## config.mk

```make
export PLATFORM = sky130hd
export DESIGN_NAME = anc_flag_gen
export DESIGN_NICKNAME = d
export VERILOG_FILES = /design/src/rtl/anc_flag_gen.sv
export SDC_FILE = /design/constraint.sdc
export NUM_CORES = 1
export LEC_CHECK = 0
export BUFFER_PORTS_ARGS = -buffer_cell sky130_fd_sc_hd__buf_4
export CAP_MARGIN = 40
export CORE_ASPECT_RATIO = 2
export CORE_UTILIZATION = 55
export CTS_CLUSTER_SIZE = 25
export DETAILED_ROUTE_END_ITERATION = 7
export GPL_TIMING_DRIVEN = 0
export PLACE_DENSITY = 0.76
export SETUP_SLACK_MARGIN = 0.4
export SKIP_CTS_REPAIR_TIMING = 1
export SLEW_MARGIN = 10
export SYNTH_ARGS = -nofsm -noshare
export SYNTH_HDL_FRONTEND = slang
export SYNTH_SLANG_ARGS = --single-unit
```

## constraint.sdc

```tcl
create_clock -name clk -period 4.2 [get_ports clk]
set_input_delay 0.21 -clock clk [delete_from_list [all_inputs] [get_ports clk]]
set_output_delay 0.21 -clock clk [all_outputs]
set_load 0.03 [all_outputs]
```

## src/rtl/anc_flag_gen.sv

```systemverilog
module anc_flag_gen #(
  parameter int W     = 10,
  parameter int CNT_W = 8
) (
  input  logic         clk,
  input  logic         rst,
  input  logic         sd_mode,
  input  logic [W-1:0] luma_in,
  input  logic [W-1:0] chroma_in,
  output logic [W-1:0] luma_out,
  output logic [W-1:0] chroma_out,
  output logic         luma_anc,
  output logic         chroma_anc,
  output logic         load_pulse
);
  localparam int NCH = 2;
  localparam int HB  = W - 6;
  localparam logic [W-1:0] ONES  = '1;
  localparam logic [W-1:0] ZEROS = '0;
  localparam logic [CNT_W-1:0] CNT_ONE = {{(CNT_W-1){1'b0}}, 1'b1};
  localparam logic [CNT_W-1:0] CNT_ZERO = '0;

  typedef enum logic [2:0] {S_IDLE, S_DID, S_SDID, S_DCNT, S_USER, S_CSUM} st_t;

  logic [W-1:0]     din [NCH];
  logic [W-1:0]     d1  [NCH];
  logic [W-1:0]     d2  [NCH];
  logic [W-1:0]     d3  [NCH];
  st_t              st  [NCH];
  logic [CNT_W-1:0] cnt [NCH];
  logic [NCH-1:0]   en, adf, trs, mark, m1, m2, m3;
  logic             xyz_sav, p1, p2, p3;

  assign din[0] = luma_in;
  assign din[1] = chroma_in;

  always_comb begin
    for (int c = 0; c < NCH; c++) begin
      en[c]   = (c == 0) ? 1'b1 : !sd_mode;
      trs[c]  = din[c] == ZEROS && d1[c] == ZEROS && d2[c] == ONES;
      adf[c]  = en[c] && st[c] == S_IDLE &&
                d2[c] == ZEROS && d1[c] == ONES && din[c] == ONES;
      mark[c] = en[c] && st[c] != S_IDLE && !trs[c];
    end
  end

  assign xyz_sav = d3[0] == ONES && d2[0] == ZEROS && d1[0] == ZEROS &&
                   luma_in[W-1] && !luma_in[HB];

  always_ff @(posedge clk) begin
    if (rst) begin
      for (int c = 0; c < NCH; c++) begin
        d1[c]  <= '0;
        d2[c]  <= '0;
        d3[c]  <= '0;
        st[c]  <= S_IDLE;
        cnt[c] <= '0;
      end
      m1 <= '0;
      m2 <= '0;
      m3 <= '0;
      p1 <= 1'b0;
      p2 <= 1'b0;
      p3 <= 1'b0;
    end else begin
      for (int c = 0; c < NCH; c++) begin
        d1[c] <= din[c];
        d2[c] <= d1[c];
        d3[c] <= d2[c];
        if (!en[c] || trs[c]) begin
          st[c] <= S_IDLE;
          m1[c] <= 1'b0;
          m2[c] <= 1'b0;
          m3[c] <= 1'b0;
        end else begin
          m1[c] <= mark[c] | adf[c];
          m2[c] <= m1[c] | adf[c];
          m3[c] <= m2[c] | adf[c];
          case (st[c])
            S_IDLE: if (adf[c]) st[c] <= S_DID;
            S_DID:  st[c] <= S_SDID;
            S_SDID: st[c] <= S_DCNT;
            S_DCNT: begin
              cnt[c] <= din[c][CNT_W-1:0];
              st[c]  <= (din[c][CNT_W-1:0] == CNT_ZERO) ? S_CSUM : S_USER;
            end
            S_USER: begin
              cnt[c] <= cnt[c] - CNT_ONE;
              if (cnt[c] == CNT_ONE) st[c] <= S_CSUM;
            end
            S_CSUM:  st[c] <= S_IDLE;
            default: st[c] <= S_IDLE;
          endcase
        end
      end
      p1 <= xyz_sav;
      p2 <= p1;
      p3 <= p2;
    end
  end

  assign luma_out   = d3[0];
  assign chroma_out = d3[1];
  assign luma_anc   = m3[0];
  assign chroma_anc = m3[1];
  assign load_pulse = p3;
endmodule


```

==> results.cfg, run 1 <==
[outcome]
status = finished, final reports clean

[power]
p_sw_share_pct = 25.7
power_frac_clock_pct = 35.4
power-per-cell-area_nw_per_um2 = 480
leakage_nw = 1.71
p_comb_share_pct = 14.3
power.internal_w = 0.00155
irDropWorstVdd_v = 0.000259
p_total_w = 0.00209
seq_power_share_pct = 50.3
switchingPower_w = 0.000537

[logic_synthesis]
synth_mux_area_share_pct = 0.276
synth_edf_count = 22
ys_seq_elements = 91
synth_compound_area_share_pct = 7.31
netlist_area_um2 = 3630
yosysTopAreaCellShare_pct = 38.1
yosys.area_share.simple_pct = 29.2
synth_area_leaders = dfxtp_1 (38%), edfxtp_1 (18%), nor2b_1 (11%)
ys.flop_type = dfxtp_1
synth_top_cell_by_area = dfxtp_1
ys_warn_count = 0
synth_nets = 366
post_synth_fa_ha_maj_area_fraction_pct = 1.38
synth_cell_types = 46
synth_top_family_by_area = simple AND/OR/NAND/NOR gates
synth-async-reset-ratio_pct = 0
syn_inst = 339
ys_seq_area_share_pct = 56.3
syn_area_per_cell_um2 = 10.7
synth_xor_area_share_pct = 3.14

[final_layout]
final_nets = 422
fillers = 537
areaGrowthSynthToFinish_pct = 19.8
drive_gt1_share_pct = 18.3
stdcell_count = 486
antenna_cells = 0
regArea_um2 = 2040
multi_input_area_um2 = 1500

[die]
die_h_um = 117
start_util_pct = 57.1
die_area_um2 = 6950
coreArea_um2 = 6360
num_io_pins = 46
rows = 41
die_w_um = 59.4

[flow_run]
maxCapViolCount = 0

[placement]
place.detailed.hpwl_mm = 5.61
dp_cells = 470
io_buffers = 45
gp_congestion = 0.872

[cts]
clk-insertion-delay-late_ns = 0.34
cts_max_path_buffers = 2
htree_levels = 3
cts_buffers = 9
cts_tree = built
clockRootBuffer = clkbuf_16
path_clk_slew_ns = 0.06
clkSinkCount = 91

[sta]
clock.fmax_ghz = 0.402
finalCritPeriodShare_pct = 59.2
rsz0062_at_grt = no
slew_violations = 0
setup_tns_ns = 0
slew_headroom_pct = 69.3
finalSetupViolCount = 0
fin_skew_ns = 0.00508
worst_slew_pin_slew_ns = 0.461
hold_viol = 0
fin_crit_ns = 2.49

[global_route]
grt_pass1_vias = 2568
grt_max_degree = 14
antenna_found_initial = 0
grt_usage_pct = 23.5
overflow = 0
grt_pass1_wl_mm = 11.8

[hold_path]
hp-class = primary input to flop

[setup_path]
critPathLaunchType = flop
crit_required_ns = 4.18
cp-end-kind = flop
crit_fanout = 10
critical_path_class = flop to flop
crit_arrival_ns = 2.47

[drt]
dr_total_vias = 2669
drtIter0Drc = 109
drtAntennaViolNets = 0
drt_pass1_iterations = 4
route.detailed.drc = 0
wl_per_cell_um = 15.1
drt_wl_total_mm = 7.35
via_per_inst = 5.49
-- final cells by class --
type	count	area share, %
sequential	91	47.0
buffer	11	1.27
inverter	9	0.777
multi-input combinational	228	34.5
clock buffer	15	6.16
tap	86	2.47
timing repair buffer	45	7.77
clock inverter	1	0.144
-- per-layer routing --
metal  wire length, um  global-route usage [%]  share of wire (%)
met1              2640                    23.2                 36
met2              4210                    43.1                 57
met3               330                    5.27                4.5
met4               166                    13.3                2.3
met5                 0                       0                  0
-- power by group through the flow --
stage	clock (W)	combinational [W]	sequential [W]
after detailed placement	0	0.000298	0.00107
after global placement	0	0.000293	0.00106
final	0.000739	0.000298	0.00105
after CTS	0.000748	0.000301	0.00105
after global routing	0.000792	0.000332	0.00106
after floorplan	0	0.000205	0.00106
-- worst paths after layout --
| kind | start | end | slack, ns | cells past startpoint |
|---|---|---|---|---|
| worst min-delay path | chroma_in[3] | d1[0][13] | 0.11 | 2 |
| worst max-delay path | d1[0][10] | cnt[1][2] | 1.71 | 6 |
| worst max register to register | d1[0][10] | cnt[1][2] | 1.71 | 6 |
| worst min register to register | m1[1] | m2[1] | 0.43 | 2 |
-- through the flow --
| stage | hold slack [ns] | setup slack [ns] | utilization, % | area [um^2] |
|---|---|---|---|---|
| global route | 0.109 | 1.58 | 68.4 | 4350 |
| detailed placement | 0.425 | 1.69 | 64.1 | 4080 |
| global placement | 0.419 | 1.73 | 64.1 | 4080 |
| floorplan | 0.293 | 2.04 | - | 3630 |
| finish | 0.110 | 1.71 | 68.4 | 4350 |
| CTS | 0.103 | 1.68 | 68.4 | 4350 |
-- sequential cells by signal (all words and copies together) (netlist names) --
| name | flops |
|---|---|
| load_pulse | 1 |
| m1 | 2 |
| d1 | 20 |
| d3 | 20 |
| p1 | 1 |
| m2 | 2 |
| p2 | 1 |
| cnt | 16 |
| m3 | 2 |
| d2 | 20 |
| st | 6 |
-- critical path, cell delays in order, from the launching register on --
cell and delay, ns:
dfxtp_1 0.32, or4_1 0.57, nor4_4 0.33, a21bo_2 0.19, buf_2 0.18, buf_4 0.21
nand3b_1 0.33
-- Yosys cell counts, types with 2 or more instances --
master / instances
dfxtp_1: 69
nor2b_1: 64
nand2_1: 24
edfxtp_1: 22
nor2_1: 21
nand4_1: 13
nor4_1: 11
inv_1: 9
a21oi_1: 8
nor3_1: 8
xnor2_1: 8
clkbuf_1: 7
nand3_1: 7
a211oi_1: 6
and4_1: 6
o22ai_1: 5
xor2_1: 5
ha_1: 4
or4_1: 4
nand2b_1: 3
o22ai_2: 3
a21o_1: 2
a21oi_2: 2
and3_1: 2
buf_2: 2
nor3b_1: 2
nor4_4: 2
or4_4: 2
-- cells by family after synthesis --
family	count (synthesis)
compound gates	33
fa+ha+maj	4
buf+inv	20
flops	91
simple gates	177
xor+xnor	13
mux	1
-- placed cells by master, fill, tap and decap left out, types with 7 or more instances in the layout --
master | netlist | layout
a21oi_1 | 8 | 8
buf_4 | 1 | 46
clkbuf_1 | 7 | 11
clkbuf_16 | 0 | 9
dfxtp_1 | 69 | 69
edfxtp_1 | 22 | 22
inv_1 | 9 | 9
nand2_1 | 24 | 24
nand3_1 | 7 | 7
nand4_1 | 13 | 13
nor2_1 | 21 | 21
nor2b_1 | 64 | 64
nor3_1 | 8 | 8
nor4_1 | 11 | 11
xnor2_1 | 8 | 8
(Power assumes the default switching activity.)
==> inputs of run 2 (changes only) <==
==> constraint.sdc (replaced) <==
create_clock -name clk -period 2.6 [get_ports clk]
set_input_delay 0.13 -clock clk [delete_from_list [all_inputs] [get_ports clk]]
set_output_delay 0.13 -clock clk [all_outputs]
set_load 0.03 [all_outputs]
==> results.cfg, run 2 (same netlist as run 1, synthesis figures left out) <==
[global_route]
grt_usage_pct = 23.5
antenna_found_initial = 0
overflow = 0
grt_pass1_vias = 2568
grt_max_degree = 14
grt_pass1_wl_mm = 11.8

[setup_path]
path_cells = or4bb_4 > nor4_4 > buf_4 > a21boi_4 > a32oi_4 > buf_4 > a311oi_1
crit_path_frequent_cell = buf_4
cp_num_buf_inv = 2
timing.rr.end = cnt[0][2]
crit_arrival_ns = 2.32
critPathLaunchType = flop
crit_fanout = 4
cp-end-kind = flop
critical_path_class = flop to flop
r2r_slack_ns = 0.35
reg2reg_depth = 7
cp_slowest_cell = or4bb_4
critical-path-top-delay-family = simple AND/OR/NAND/NOR gates
worst-path-stages = 7
cpPeakStageDelay_ns = 0.55
reg2reg_from = d2[0][10]
crit_required_ns = 2.67

[sta]
clock.fmax_ghz = 0.444
setup_tns_ns = 0
slew_headroom_pct = 68.3
rsz0062_at_grt = yes
worst_slew_pin_slew_ns = 0.475
slew_violations = 0
finalSetupViolCount = 0
finalCritPeriodShare_pct = 86.6
hold_viol = 0
fin_skew_ns = 0.00590
fin_crit_ns = 2.25

[final_layout]
drive_gt1_share_pct = 21.6
mostFrequentLayoutCell = dfxtp_1
reg_top3 = d1 x20, d2 x20, d3 x20
antenna_cells = 0
final_nets = 429
most-common-layout-cells = dfxtp_1 (67), nor2b_1 (64), buf_4 (51)
areaGrowthSynthToFinish_pct = 22.8

[die]
rows = 41
start_util_pct = 57.1
die_area_um2 = 6950
die_h_um = 117
num_io_pins = 46
coreArea_um2 = 6360
die_w_um = 59.4

[outcome]
status = finished, final reports clean

[drt]
drtIter0Drc = 130
route.detailed.drc = 0
dr_total_vias = 2703
drt_pass1_iterations = 4
via_per_inst = 5.48
drtAntennaViolNets = 0
wl_per_cell_um = 15.4
drt_wl_total_mm = 7.61

[hold_path]
min_to = d1[0][13]
hp-class = primary input to flop
hold_start = chroma_in[3]
whs_path_depth = 2

[power]
power_frac_clock_pct = 35.0
seq_power_share_pct = 49.7
power.internal_w = 0.00253
power-per-cell-area_nw_per_um2 = 768
switchingPower_w = 0.000888
p_total_w = 0.00342
p_comb_share_pct = 15.3
leakage_nw = 1.76
irDropWorstVdd_v = 0.000439
p_sw_share_pct = 26.0

[placement]
gp_congestion = 0.872
io_buffers = 45
place.detailed.hpwl_mm = 5.61

[cts]
path_clk_slew_ns = 0.06
cts_max_path_buffers = 2
clkSinkCount = 91
cts_buffers = 9
htree_levels = 3
clk-insertion-delay-late_ns = 0.34
clockRootBuffer = clkbuf_16
cts_tree = built

[flow_run]
maxCapViolCount = 0
[run 2: cell types whose count changed in the layout (fill, tap and decap cells not counted), moves of 2 or more]
cell	previous run	this run
nor2_2	0	2
dfxtp_2	0	2
dfxtp_1	69	67
nor2_1	21	19
buf_6	1	3
o22ai_2	3	5
buf_4	46	51
o22ai_1	5	3
[run 2: power groups by stage]
stage | clock [W] | sequential [W] | combinational, W
final | 0.00120 | 0.00170 | 0.000523
after global routing | 0.00128 | 0.00172 | 0.000578
after CTS | 0.00121 | 0.00169 | 0.000487
after detailed placement | 0 | 0.00172 | 0.000481
after global placement | 0 | 0.00172 | 0.000473
after floorplan | 0 | 0.00172 | 0.000331
[run 2: final cells by class]
| class | count | area (um^2) |
|---|---|---|
| buffer | 11 | 65.1 |
| clock buffer | 15 | 268 |
| clock inverter | 1 | 6.26 |
| fill | 517 | 1910 |
| inverter | 9 | 33.8 |
| multi-input combinational | 228 | 1530 |
| sequential | 91 | 2040 |
| tap | 86 | 108 |
| timing repair buffer | 52 | 398 |
[run 2: stage by stage]
step	setup slack [ns]	hold WS [ns]	utilization [%]	cells	instance area [um^2]
finish	0.350	0.0294	70.0	493	4460
global route	0.293	0.0307	70.0	493	4460
CTS	0.0837	0.0234	68.4	486	4350
detailed placement	0.111	0.375	64.1	470	4080
global placement	0.130	0.373	64.1	470	4080
floorplan	0.438	0.213	-	339	3630
[run 2: per-layer routing]
layer / part of all wire, % / vias up / GRT usage, % / routed length, um
li1: - / 1331 / - / -
met1: 36 / 1291 / 23.2 / 2750
met2: 58 / 69 / 43.1 / 4380
met3: 3.9 / 12 / 5.27 / 298
met4: 2.4 / 0 / 13.3 / 181
met5: 0 / - / 0 / 0
[run 2: worst register-to-register path, delay by kind of cell, from the launching register on]
kind	cells	cell delay (ns)
flip-flops	1	0.34
AO/OA/AOI/OAI	3	0.46
AND/OR/NAND/NOR	2	0.81
buffers and inverters	2	0.38
[run 2: worst max-delay path by stage]
stage / start / to / slack [ns]
6_report: d2[0][10] / cnt[0][2] / 0.35
2_1_floorplan: d1[0][10] / cnt[1][0] / 0.44
5_1_grt: d2[0][10] / cnt[0][4] / 0.29
4_1_cts: d1[0][10] / cnt[1][6] / 0.08
3_5_place_dp: d1[0][10] / cnt[1][2] / 0.11
3_3_place_gp: d1[0][10] / cnt[1][2] / 0.13
==> inputs of run 3 (changes only) <==
--- a/config.mk
+++ b/config.mk
@@ -5,6 +5,7 @@
 export SDC_FILE = /design/constraint.sdc
 export NUM_CORES = 1
 export LEC_CHECK = 0
+export ABC_AREA = 1
 export BUFFER_PORTS_ARGS = -buffer_cell sky130_fd_sc_hd__buf_4
 export CAP_MARGIN = 40
 export CORE_ASPECT_RATIO = 2
@@ -12,7 +13,7 @@
 export CTS_CLUSTER_SIZE = 25
 export DETAILED_ROUTE_END_ITERATION = 7
 export GPL_TIMING_DRIVEN = 0
-export PLACE_DENSITY = 0.76
+export PLACE_DENSITY = 0.75
 export SETUP_SLACK_MARGIN = 0.4
 export SKIP_CTS_REPAIR_TIMING = 1
 export SLEW_MARGIN = 10
==> results.cfg, run 3 <==
[outcome]
status = finished, final reports clean

[hold_path]
hp-class = primary input to flop

[setup_path]
critPathLaunchType = flop
r2r_slack_ns = 0.72
crit_arrival_ns = 1.88
reg2reg_depth = 4
crit_end = cnt[1][5]
timing.rr.end = cnt[1][5]
crit_fanout = 10
crit_required_ns = 2.60
crit_path_start = st[1][1]
critical_path_class = flop to flop
cp-end-kind = flop
reg2reg_from = st[1][1]

[sta]
slew_headroom_pct = 66.3
fin_skew_ns = 0.00598
whs_ns = 0.0171
finalCritPeriodShare_pct = 72.1
setup_tns_ns = 0
clock.fmax_ghz = 0.533
finalSetupViolCount = 0
rsz0062_at_grt = no
hold_viol = 0
worst_slew_pin_slew_ns = 0.506
slew_violations = 0
fin_crit_ns = 1.88

[power]
p_comb_share_pct = 17.2
leakage_nw = 2.47
p_total_w = 0.00348
seq_power_share_pct = 47.8
power.internal_w = 0.00247
power-per-cell-area_nw_per_um2 = 699
switchingPower_w = 0.00101
irDropWorstVdd_v = 0.000489
power_frac_clock_pct = 35.0
p_sw_share_pct = 28.9

[drt]
wl_per_cell_um = 12.8
drt_pass1_iterations = 4
via_per_inst = 5.00
drt_wl_total_mm = 9.25
route.detailed.drc = 0
dr_total_vias = 3620
drtIter0Drc = 162
drtAntennaViolNets = 0

[final_layout]
antenna_cells = 0
fillers = 656
areaGrowthSynthToFinish_pct = 17.3
final_nets = 652
mostFrequentLayoutCell = nor2_1
final_area_um2 = 4980
stdcell_count = 724
reg_top3 = d1 x20, d2 x20, d3 x20
drive_gt1_share_pct = 14.9
most-common-layout-cells = nor2_1 (128), nand2_1 (104), inv_1 (102)

[die]
start_util_pct = 56.3
die_h_um = 126
rows = 45
die_area_um2 = 8090
num_io_pins = 46
die_w_um = 64.1
coreArea_um2 = 7540

[global_route]
grt_pass1_wl_mm = 15.3
overflow = 0
grt_usage_pct = 25.1
grt_pass1_vias = 3705
antenna_found_initial = 0
grt_max_degree = 16

[logic_synthesis]
ys.flop_type = dfxtp_1
synth_top_cell_by_area = dfxtp_1
syn_area_per_cell_um2 = 7.46
ys_seq_elements = 91
synth_nets = 596
synth-async-reset-ratio_pct = 0
synth_area_leaders = dfxtp_1 (33%), edfxtp_1 (16%), nor2_1 (11%)
ys_top_cells_by_count = nor2_1 (128), nand2_1 (104), inv_1 (102), dfxtp_1 (69), nand4_1 (41)
netlist_area_um2 = 4240
synth_edf_count = 22
yosysTopAreaCellShare_pct = 32.5
synth_cell_types = 34
ys_seq_area_share_pct = 48.1
ys_warn_count = 0
synth_most_common_cell = nor2_1
syn_inst = 569

[placement]
io_buffers = 45
place_area_um2 = 4700
place.detailed.hpwl_mm = 7.26
dp_cells = 708
gp_congestion = 0.920

[cts]
path_clk_slew_ns = 0.06
cts_buffers = 9
cts_max_path_buffers = 2
clkSinkCount = 91
cts_tree = built
htree_levels = 3
clk-insertion-delay-late_ns = 0.34
clockRootBuffer = clkbuf_16

[flow_run]
maxCapViolCount = 0
-- run 3: cell families (layout without fill, tap and decap cells) --
kind of cell	count (synthesis)	count (layout)	share of synthesized area, %
xor gates and xnor gates	12	12	2.48
AOI/OAI and AO/OA	8	8	1.33
DFF	91	91	48.1
buffers and inverters	131	192	11.9
adders and majority gates	4	4	1.18
and+or+nand+nor	323	323	35.0
-- run 3: cell type report --
type,instances,area (um^2),area share (%)
sequential,91,2040,41.0
multi-input combinational,347,1700,34.1
inverter,116,435,8.75
timing repair buffer,45,338,6.79
clock buffer,11,243,4.88
tap,94,118,2.36
buffer,15,71.3,1.43
clock inverter,5,36.3,0.729
-- run 3: metrics by stage --
stage / setup slack [ns] / utilization [%]
after global routing: 0.482 / 66.0
after floorplan: 1.05 / -
after CTS: 0.716 / 66.0
after global placement: 0.757 / 62.3
after detailed placement: 0.723 / 62.3
final: 0.724 / 66.0
-- run 3: routing by layer --
layer	up-vias	GRT usage, %	share of wire, %
met5	-	0	0
met4	0	14.8	4.3
met3	41	6.25	2.6
met2	80	49.2	58
met1	1626	21.5	35
li1	1873	-	-
-- run 3: worst min-delay path by stage --
stage | startpoint | end | slack [ns] | cells after the start
finish | chroma_in[8] | d1[0][18] | 0.02 | 3
global route | chroma_in[4] | d1[0][14] | 0.01 | 3
CTS | chroma_in[8] | d1[0][18] | 0.008 | 3
detailed placement | chroma_in[8] | d1[0][18] | 0.36 | 3
global placement | luma_in[6] | d1[0][6] | 0.36 | 3
floorplan | chroma_in[0] | d1[0][10] | 0.24 | 2
-- run 3: power by group through the flow --
| stage | sequential (W) | combinational (W) | clock, W |
|---|---|---|---|
| final | 0.00167 | 0.000598 | 0.00122 |
| after global routing | 0.00168 | 0.000668 | 0.00129 |
| after CTS | 0.00166 | 0.000597 | 0.00123 |
| after detailed placement | 0.00169 | 0.000591 | 0 |
| after global placement | 0.00169 | 0.000571 | 0 |
| after floorplan | 0.00170 | 0.000412 | 0 |
-- run 3: worst max-delay path, cell delays in order, from the launching register on --
cell	delay, ns
edfxtp_1	0.41
nor2_1	0.20
buf_2	0.26
nand4_2	0.27
nand3_1	0.39
